[src/rtl/dsadc_pkg.sv]
package dsadc_pkg;

    typedef enum logic [2:0] {
        ST_IDLE,
        ST_CONV,
        ST_WAIT_HI,
        ST_WAIT_LO,
        ST_FRAME
    } rd_state_e;

    typedef enum logic {
        RD_DUAL   = 1'b0,
        RD_SINGLE = 1'b1
    } rd_mode_e;

    typedef enum logic [1:0] {
        DST_LANE_A,
        DST_LANE_B,
        DST_DROP
    } bit_dst_e;

    // Per-frame event strobes handed from the frame logic to the result stage
    typedef struct packed {
        logic shift_a;
        logic shift_b;
        logic close;
    } frame_ev_t;

    // Number of serial clock falling edges in one frame
    function automatic int unsigned frame_falls(rd_mode_e m, int unsigned dw, int unsigned pw);
        return (m == RD_SINGLE) ? (2 * dw + pw) : dw;
    endfunction

    // Where the bit sampled before falling edge idx+1 goes
    function automatic bit_dst_e route_bit(rd_mode_e m, int unsigned idx,
                                           int unsigned dw, int unsigned pw);
        if (m == RD_DUAL)       return DST_LANE_A;
        if (idx < dw)           return DST_LANE_A;
        if (idx < dw + pw)      return DST_DROP;
        return DST_LANE_B;
    endfunction

endpackage

[src/rtl/dsadc_sclk_div.sv]
module dsadc_sclk_div #(
    parameter int unsigned HALF_DIV = 2
) (
    input  logic clk,
    input  logic rst,
    input  logic en_i,
    output logic sclk_o,
    output logic fall_o,
    output logic rise_o
);
    localparam int unsigned CW = (HALF_DIV > 1) ? $clog2(HALF_DIV) : 1;
    localparam logic [CW-1:0] LAST = CW'(HALF_DIV - 1);

    logic [CW-1:0] phase;
    logic          edge_now;

    assign edge_now = en_i && (phase == LAST);
    assign fall_o   = edge_now && sclk_o;
    assign rise_o   = edge_now && !sclk_o;

    always_ff @(posedge clk) begin
        if (rst || !en_i) begin
            phase  <= '0;
            sclk_o <= 1'b1;
        end else if (edge_now) begin
            phase  <= '0;
            sclk_o <= !sclk_o;
        end else begin
            phase  <= phase + 1'b1;
        end
    end
endmodule

[src/rtl/dsadc_wait_timer.sv]
module dsadc_wait_timer #(
    parameter int unsigned LIMIT = 40
) (
    input  logic clk,
    input  logic rst,
    input  logic run_i,
    input  logic clr_i,
    output logic expire_o
);
    localparam int unsigned TW = $clog2(LIMIT + 1);
    localparam logic [TW-1:0] LAST = TW'(LIMIT - 1);

    logic [TW-1:0] cnt;

    assign expire_o = run_i && !clr_i && (cnt == LAST);

    always_ff @(posedge clk) begin
        if (rst || !run_i || clr_i) cnt <= '0;
        else if (cnt != LAST)       cnt <= cnt + 1'b1;
    end
endmodule

[src/rtl/dsadc_lane_shift.sv]
module dsadc_lane_shift #(
    parameter int unsigned W = 12
) (
    input  logic         clk,
    input  logic         rst,
    input  logic         shift_i,
    input  logic         bit_i,
    output logic [W-1:0] word_o
);
    always_ff @(posedge clk) begin
        if (rst)          word_o <= '0;
        else if (shift_i) word_o <= {word_o[W-2:0], bit_i};
    end
endmodule

[src/rtl/dsadc_rd_ctrl.sv]
module dsadc_rd_ctrl
    import dsadc_pkg::*;
#(
    parameter int unsigned DATA_W   = 12,
    parameter int unsigned PAD_W    = 2,
    parameter int unsigned HALF_DIV = 2,
    parameter int unsigned CNV_W    = 3,
    parameter int unsigned TMO_CYC  = 40
) (
    input  logic              clk,
    input  logic              rst,
    input  logic              start_i,
    input  logic              single_pin_i,
    input  logic              busy_i,
    input  logic              sdo_a_i,
    input  logic              sdo_b_i,
    output logic              cnv_n_o,
    output logic              cs_n_o,
    output logic              sclk_o,
    output logic [DATA_W-1:0] res_a_o,
    output logic [DATA_W-1:0] res_b_o,
    output logic              res_valid_o,
    output logic              err_o
);
    localparam int unsigned MAX_FALLS = 2 * DATA_W + PAD_W;
    localparam int unsigned FW        = $clog2(MAX_FALLS + 1);
    localparam int unsigned CCW       = (CNV_W > 1) ? $clog2(CNV_W) : 1;
    localparam logic [CCW-1:0] CNV_LAST = CCW'(CNV_W - 1);
    localparam int unsigned NLANE     = 2;

    rd_state_e          st;
    rd_mode_e           mode;
    logic [CCW-1:0]     ccnt;
    logic [FW-1:0]      nfall;
    logic [FW-1:0]      frame_len;
    logic               sck_fall, sck_rise, sck_en;
    logic               tmr_run, tmr_clr, tmr_exp;
    bit_dst_e           dst;
    frame_ev_t          ev;
    logic [NLANE-1:0]   lane_shift;
    logic [NLANE-1:0]   lane_bit;
    logic [DATA_W-1:0]  lane_word [NLANE];

    // ---------------- serial clock ----------------
    assign sck_en = (st == ST_FRAME);

    dsadc_sclk_div #(.HALF_DIV(HALF_DIV)) u_sclk (
        .clk    (clk),
        .rst    (rst),
        .en_i   (sck_en),
        .sclk_o (sclk_o),
        .fall_o (sck_fall),
        .rise_o (sck_rise)
    );

    // ---------------- busy watchdog ----------------
    assign tmr_run = (st == ST_WAIT_HI) || (st == ST_WAIT_LO);
    assign tmr_clr = (st == ST_WAIT_HI) && busy_i;

    dsadc_wait_timer #(.LIMIT(TMO_CYC)) u_tmr (
        .clk      (clk),
        .rst      (rst),
        .run_i    (tmr_run),
        .clr_i    (tmr_clr),
        .expire_o (tmr_exp)
    );

    // ---------------- bit routing ----------------
    assign frame_len = FW'(frame_falls(mode, DATA_W, PAD_W));
    assign dst       = route_bit(mode, 32'(nfall), DATA_W, PAD_W);

    always_comb begin
        ev         = '0;
        ev.shift_a = sck_en && sck_fall && (dst == DST_LANE_A);
        ev.shift_b = sck_en && sck_fall &&
                     ((mode == RD_DUAL) || (dst == DST_LANE_B));
        ev.close   = sck_en && sck_rise && (nfall == frame_len);
    end

    assign lane_shift = {ev.shift_b, ev.shift_a};
    assign lane_bit   = {(mode == RD_SINGLE) ? sdo_a_i : sdo_b_i, sdo_a_i};

    generate
        for (genvar g = 0; g < NLANE; g++) begin : g_lane
            dsadc_lane_shift #(.W(DATA_W)) u_lane (
                .clk     (clk),
                .rst     (rst),
                .shift_i (lane_shift[g]),
                .bit_i   (lane_bit[g]),
                .word_o  (lane_word[g])
            );
        end
    endgenerate

    // ---------------- sequencer ----------------
    always_ff @(posedge clk) begin
        if (rst) begin
            st          <= ST_IDLE;
            mode        <= RD_DUAL;
            ccnt        <= '0;
            nfall       <= '0;
            cnv_n_o     <= 1'b1;
            cs_n_o      <= 1'b1;
            res_a_o     <= '0;
            res_b_o     <= '0;
            res_valid_o <= 1'b0;
            err_o       <= 1'b0;
        end else begin
            res_valid_o <= 1'b0;
            err_o       <= 1'b0;
            unique case (st)
                ST_IDLE: begin
                    if (start_i) begin
                        st      <= ST_CONV;
                        mode    <= rd_mode_e'(single_pin_i);
                        ccnt    <= '0;
                        cnv_n_o <= 1'b0;
                    end
                end
                ST_CONV: begin
                    ccnt <= ccnt + 1'b1;
                    if (ccnt == CNV_LAST) begin
                        cnv_n_o <= 1'b1;
                        st      <= ST_WAIT_HI;
                    end
                end
                ST_WAIT_HI: begin
                    if (busy_i) begin
                        st <= ST_WAIT_LO;
                    end else if (tmr_exp) begin
                        err_o <= 1'b1;
                        st    <= ST_IDLE;
                    end
                end
                ST_WAIT_LO: begin
                    if (!busy_i) begin
                        st     <= ST_FRAME;
                        cs_n_o <= 1'b0;
                        nfall  <= '0;
                    end else if (tmr_exp) begin
                        err_o <= 1'b1;
                        st    <= ST_IDLE;
                    end
                end
                ST_FRAME: begin
                    if (sck_fall) nfall <= nfall + 1'b1;
                    if (ev.close) begin
                        cs_n_o      <= 1'b1;
                        res_valid_o <= 1'b1;
                        res_a_o     <= lane_word[0];
                        res_b_o     <= lane_word[1];
                        st          <= ST_IDLE;
                    end
                end
                default: st <= ST_IDLE;
            endcase
        end
    end
endmodule

[config.mk]
export PLATFORM = sky130hd
export DESIGN_NAME = dsadc_rd_ctrl
export DESIGN_NICKNAME = d
export VERILOG_FILES = /design/src/rtl/dsadc_pkg.sv /design/src/rtl/dsadc_sclk_div.sv /design/src/rtl/dsadc_wait_timer.sv /design/src/rtl/dsadc_lane_shift.sv /design/src/rtl/dsadc_rd_ctrl.sv
export SDC_FILE = /design/constraint.sdc
export NUM_CORES = 1
export LEC_CHECK = 0
export BUFFER_PORTS_ARGS = -buffer_cell sky130_fd_sc_hd__buf_2
export CORE_UTILIZATION = 37
export DETAILED_ROUTE_END_ITERATION = 8
export PLACE_DENSITY = 0.56
export SLEW_MARGIN = 15
export SYNTH_ARGS = -nofsm -noshare
export SYNTH_HDL_FRONTEND = slang
export SYNTH_SLANG_ARGS = --single-unit
[constraint.sdc]
create_clock -name clk -period 1.7 [get_ports clk]
set_input_delay 0.085 -clock clk [delete_from_list [all_inputs] [get_ports clk]]
set_output_delay 0.085 -clock clk [all_outputs]
set_load 0.02 [all_outputs]
Word level (Yosys, flattened, before mapping)
Index checks and enable logic that the tools add are counted.
- add/subtract/negate cells: 4
- magnitude comparators: 2
- eq/ne operators: 14
- mux-type cells: 36
- bitwise gates (word level): 2
- reductions and logical operators: 33
- operator list (kind ; number):
    $mux 3 ; 6
    $mux 5 ; 3
    $pmux 3 s5 ; 1
    $mux 1 ; 14
    $mux 2 ; 7
    $reduce_and 3->1 ; 4
    $logic_and 1x1->1 ; 11
    $lt 5x4->1 const B ; 2
    $pmux 5 s2 ; 1
    $ne 2x2->1 const B ; 4
    $add 6x1->6 const B ; 1
    $eq 3x2->1 const B ; 2
    $eq 6x6->1 const B ; 1
    $ne 6x6->1 const B ; 1
    $pmux 1 s2 ; 3
    $reduce_and 2->1 ; 3
    $add 5x1->5 const B ; 1
    $eq 5x5->1 ; 1
    $logic_or 1x1->1 ; 5
    $logic_not 1->1 ; 4
    $pmux 2 s2 ; 1
    $reduce_bool 2->1 ; 2
    $reduce_or 2->1 ; 2
    $eq 3x1->1 const B ; 1
    9 further kinds ; 10
- register bits: 71
- output and inout bits: 29
- word-level logic and storage cells: 106

Logic depth before layout (Yosys ltp)
- depth in word-level cells: 11
- depth in mapped cells: 6

Modules after synthesis
A second synthesis with hierarchy kept.
- cell total of the unflattened synthesis: 316
- area total of the unflattened synthesis: 3034.2 um2
- modules (own cells, without submodules) (module ; instances ; cells each ; area an instance (um2) ; sequential area each (um2)):
    dsadc_rd_ctrl ; 1 ; 202 ; 1831.8 ; 780.7
    dsadc_lane_shift ; 2 ; 38 ; 420.4 ; 240.2
    dsadc_wait_timer ; 1 ; 30 ; 282.8 ; 120.1
    dsadc_sclk_div ; 1 ; 8 ; 78.8 ; 40.0

Worst setup path after synthesis
OpenSTA, ideal clock, no wires.
- path kind: reg2reg
- start point: reg st[1]
- end point: reg g_lane[0].u_lane.word_o[10]
- library setup time: 0.072 ns
- arrival time: 1.323 ns
- setup slack: 0.306 ns
- stages on the path, launching flop included: 6
- path buffers: 2
- clock period less this slack: 1.394 ns
- cell sequence: dfxtp_1 buf_6 and4bb_2 o211a_1 buf_6 mux2i_1
- cells in the longest elaborated chain, start to end: 5
- ends and longest elaborated chain (element ; RTL line ; RTL):
    start, declared ; dsadc_rd_ctrl.sv:31 ; rd_state_e st;
    start signal, assigned ; dsadc_rd_ctrl.sv:98 ; st <= ST_IDLE;
    start signal, assigned ; dsadc_rd_ctrl.sv:114 ; st <= ST_CONV;
    start signal, assigned ; dsadc_rd_ctrl.sv:124 ; st <= ST_WAIT_HI;
    $eq 3x3->1 * ; dsadc_rd_ctrl.sv:45 ; assign sck_en = (st == ST_FRAME);
    $logic_and 1x1->1 ; dsadc_sclk_div.sv:17 ; assign edge_now = en_i && (phase == LAST);
    $logic_and 1x1->1 ; dsadc_sclk_div.sv:18 ; assign fall_o = edge_now && sclk_o;
    $logic_and 1x1->1 * (2 in series) ; dsadc_rd_ctrl.sv:74 ; ev.shift_a = sck_en && sck_fall && (dst == DST_LANE_A);
    end signal, assigned ; dsadc_lane_shift.sv:12 ; else if (shift_i) word_o <= {word_o[W-2:0], bit_i};
    end, declared ; dsadc_lane_shift.sv:8 ; output logic [W-1:0] word_o
Mark *: on every way between the ends. The rest lies on a longest branch, timed or not.
A chain may end at the register's enable or synchronous reset.

Worst setup path after layout
- start point: reg nfall[2]
- end point: reg res_b_o[8]
- cells in the longest elaborated chain, start to end: 3
- ends and longest elaborated chain (element ; RTL line ; RTL):
    start, declared ; dsadc_rd_ctrl.sv:34 ; logic [FW-1:0] nfall;
    start signal, assigned ; dsadc_rd_ctrl.sv:146 ; if (sck_fall) nfall <= nfall + 1'b1;
    $eq 5x5->1 ; dsadc_rd_ctrl.sv:77 ; ev.close = sck_en && sck_rise && (nfall == frame_len);
    $logic_and 1x1->1 ; dsadc_rd_ctrl.sv:77 ;
    $reduce_and 2->1 (no line) ; - ;
    end signal, assigned ; dsadc_rd_ctrl.sv:151 ; res_b_o <= lane_word[1];
    end, declared ; dsadc_rd_ctrl.sv:21 ; output logic [DATA_W-1:0] res_b_o,
No other way between the ends.

==> flow_metrics.py <==
metrics = {
    "timing": {
        "grt_setup_unrepaired": "false",
        "max_freq_mhz": 676.3,
        "period_needed_ns": 1.479,
        "tightest_slew_ns": 0.4673,
        "maxSlewHeadroom": 0.6878,
        "timing.final.setup_violations": 0,
        "fin_tns_setup_ns": 0,
        "post-route-period-util": 0.8698,
        "finalMaxSlewViolations": 0,
        "final-hold-violation-count": 0,
        "final.setup_skew_ns": 0.01157,
        "fin_worst_hold_slack_ns": 0.09733,
    },
    "placement": {
        "routabilityCongestion": 0.7555,
        "port_buffers": 35,
        "detailed_place.area_sq_um": 3266,
        "dp_wirelength_um": 3715,
    },
    "worst_setup_path": {
        "worst-setup-path-type": "register to register",
        "worst-r2r-setup-slack_ns": 0.22,
        "end_kind": "register",
        "worstPathMaxFanout": 26,
        "cp.arrival_ns": 1.75,
        "critical_path_required_ns": 1.97,
        "critPathLaunchType": "register",
    },
    "floorplanning": {
        "floorplan.initialDensity": 0.3797,
        "fp.coreArea_sq_um": 7687,
        "io_pins": 36,
        "die_extent_in_x_um": 90.82,
        "floorplan_die_height_um": 90.82,
        "die_area_sq_um": 8248,
        "placementRows": 32,
    },
    "clocking": {
        "numCtsBuffers": 9,
        "h-tree-depth": 3,
        "clkLatencyLatePin_ns": 0.34,
        "cts.path.max_buffers": 2,
        "count_of_clock_tree_sinks": 71,
        "worst_setup_hold_path_clk_slew_ns": 0.08,
        "cts-resized-gates": 0,
        "clk_root_buffer_cell": "sky130_fd_sc_hd__clkbuf_8",
        "tritoncts": "built",
    },
    "detailed_routing": {
        "route.final.wire_length_um": 5571,
        "drcViolationCount": 0,
        "antenna_violating_nets_post_route": 0,
        "drt_iter0_markers": 102,
        "drt-vias-per-instance": 4.827,
        "post_drt_wl_per_cell_um": 12.55,
        "dr_total_vias": 2143,
        "drtPass1Iterations": 4,
    },
    "global_route": {
        "grt_util_all_layers": 0.1431,
        "vias_in_the_first_global_route": 1997,
        "grt_antenna_before_repair": 0,
        "pin_count_of_the_biggest_net_entering_global_routing": 31,
        "global_route_wire_length_before_repair_um": 9418,
        "global_route.overflow_total": 0,
    },
    "synth": {
        "syn_nets": 302,
        "distinct_cell_type_count_of_the_synthesized_netlist": 50,
        "ys_seq_elements": 71,
        "synth-async-reset-ratio": 0,
        "postSynthCellCount": 292,
        "synth_edf_count": 0,
        "ys_warn_count": 0,
        "ys_seq_area_frac": 0.4869,
        "synth-main-ff-cell": "sky130_fd_sc_hd__dfxtp_1",
        "synth_area_per_cell_sq_um": 9.997,
        "synth.cell_area_sq_um": 2919,
    },
    "final_layout": {
        "layout_commonest_cell": "sky130_fd_sc_hd__dfxtp_1",
        "num_antenna_cells": 0,
        "postLayoutCoreUtil": 0.4528,
        "final_net_count": 348,
        "layout.cell_area.non_filler_sq_um": 3481,
        "drive_gt1_frac": 0.2164,
        "most-common-layout-cells": "sky130_fd_sc_hd__dfxtp_1 (71), sky130_fd_sc_hd__nand2_1 (55), sky130_fd_sc_hd__mux2i_1 (50)",
        "layout-area-overhead-vs-synth_pct": 19.25,
    },
    "power": {
        "p_total_w": 0.003361,
        "powerDensity_nw_per_um2": 965.5,
        "leakage_nw": 1.497,
        "worst_case_vdd_ir_drop_mv": 0.5654,
    },
    "job": {
        "max_cap_viol_count": 0,
    },
    "hold_path": {
        "hold_path_class": "primary input to register",
    },
    "outcome": {
        "status": "finished clean",
    },
}
[sequential cells by signal, indices dropped and copies added, names as in the netlist]
register,flops
st,3
g_lane.u_lane.word_o,24
mode,1
cnv_n_o,1
res_b_o,12
res_a_o,12
nfall,5
cs_n_o,1
ccnt,2
u_sclk.phase,1
res_valid_o,1
u_tmr.cnt,6
u_sclk.sclk_o,1
err_o,1
[synth_stat cells (all sizes together) (2+ instances only)]
library cell  count  area, sq um
nand3b            2        15.01
nor3              3        15.01
nor2             11        41.29
a21boi            2        15.02
or3b              2        17.52
dfxtp            71         1421
o31ai             2        15.01
nand4bb           2        22.52
mux2i            50        500.5
and3              3        18.77
nand3            10        50.05
mux2              2        22.52
buf               8        77.57
nand2b            4        25.02
nor4b             3        38.79
ha                3        37.54
nor4              3        18.77
inv               5        18.76
nor3b             2        15.01
xor2              2        17.52
clkbuf            8        30.03
a21oi             9        45.04
nor2b             3        18.77
nand2            55        206.5
o21ai             6        30.03
o211ai            3        27.52
[worst paths after layout]
check                                start           to  cells after the start
worst min register to register  res_b_o[0]   res_b_o[0]                      2
worst min-delay path                   rst  res_valid_o                      2
worst max-delay path              nfall[2]   res_b_o[8]                      4
worst max register to register    nfall[2]   res_b_o[8]                      4
[layer usage]
layer	vias to the layer above	global-route usage	wire (um)	part of all wire
met3	8	0.03956	268	0.048
met5	-	0	0	0
met4	0	0.06349	86	0.015
li1	1115	-	-	-
met1	980	0.1977	2846	0.51
met2	40	0.2071	2370	0.43
[power breakdown]
group | total [W] | internal [W] | switching (W)
registers | 0.00174 | 0.00170 | 0.0000366
clock network | 0.00132 | 0.000679 | 0.000644
logic | 0.000302 | 0.000137 | 0.000165
total | 0.00336 | 0.00252 | 0.000845
[metrics by stage]
stage	cells	setup WS [ns]
final	444	0.2213
after global routing	444	0.09978
after CTS	444	0.2169
after detailed placement	427	0.2337
after global placement	427	0.2856
after floorplan	292	0.3057
[cell type report]
cell class	count	area, sq um
multi-input cells	200	1380
repair buffers	51	337.8
clock buffers	9	123.9
clock inverters	6	71.32
well taps	102	127.6
inverters	5	18.77
flip-flops and latches	71	1421
fillers	786	4207
[kinds of logic (layout without fill, tap and decap cells)]
logic type      after synthesis  count (layout)  synth area share
simple gates                109             109            0.1903
flops                        71              71            0.4869
mux                          52              52            0.1792
fa+ha+maj                     3               3           0.01286
buf+inv                      21              71           0.04329
compound gates               33              33           0.07844
xor+xnor                      3               3          0.009003
[worst max-delay path, cell delays in order (launching register included)]
cell                       delay, ns
sky130_fd_sc_hd__dfxtp_1        0.47
sky130_fd_sc_hd__and4b_1        0.27
sky130_fd_sc_hd__o211ai_4       0.21
sky130_fd_sc_hd__buf_12         0.25
sky130_fd_sc_hd__mux2i_1        0.21
[what timing repair did]
action	CTS	global route
hold buffers	2	0
endpoints found under the hold margin	2	0
buffers inserted	0	0
Note: power is estimated with default switching activity, not from simulation.
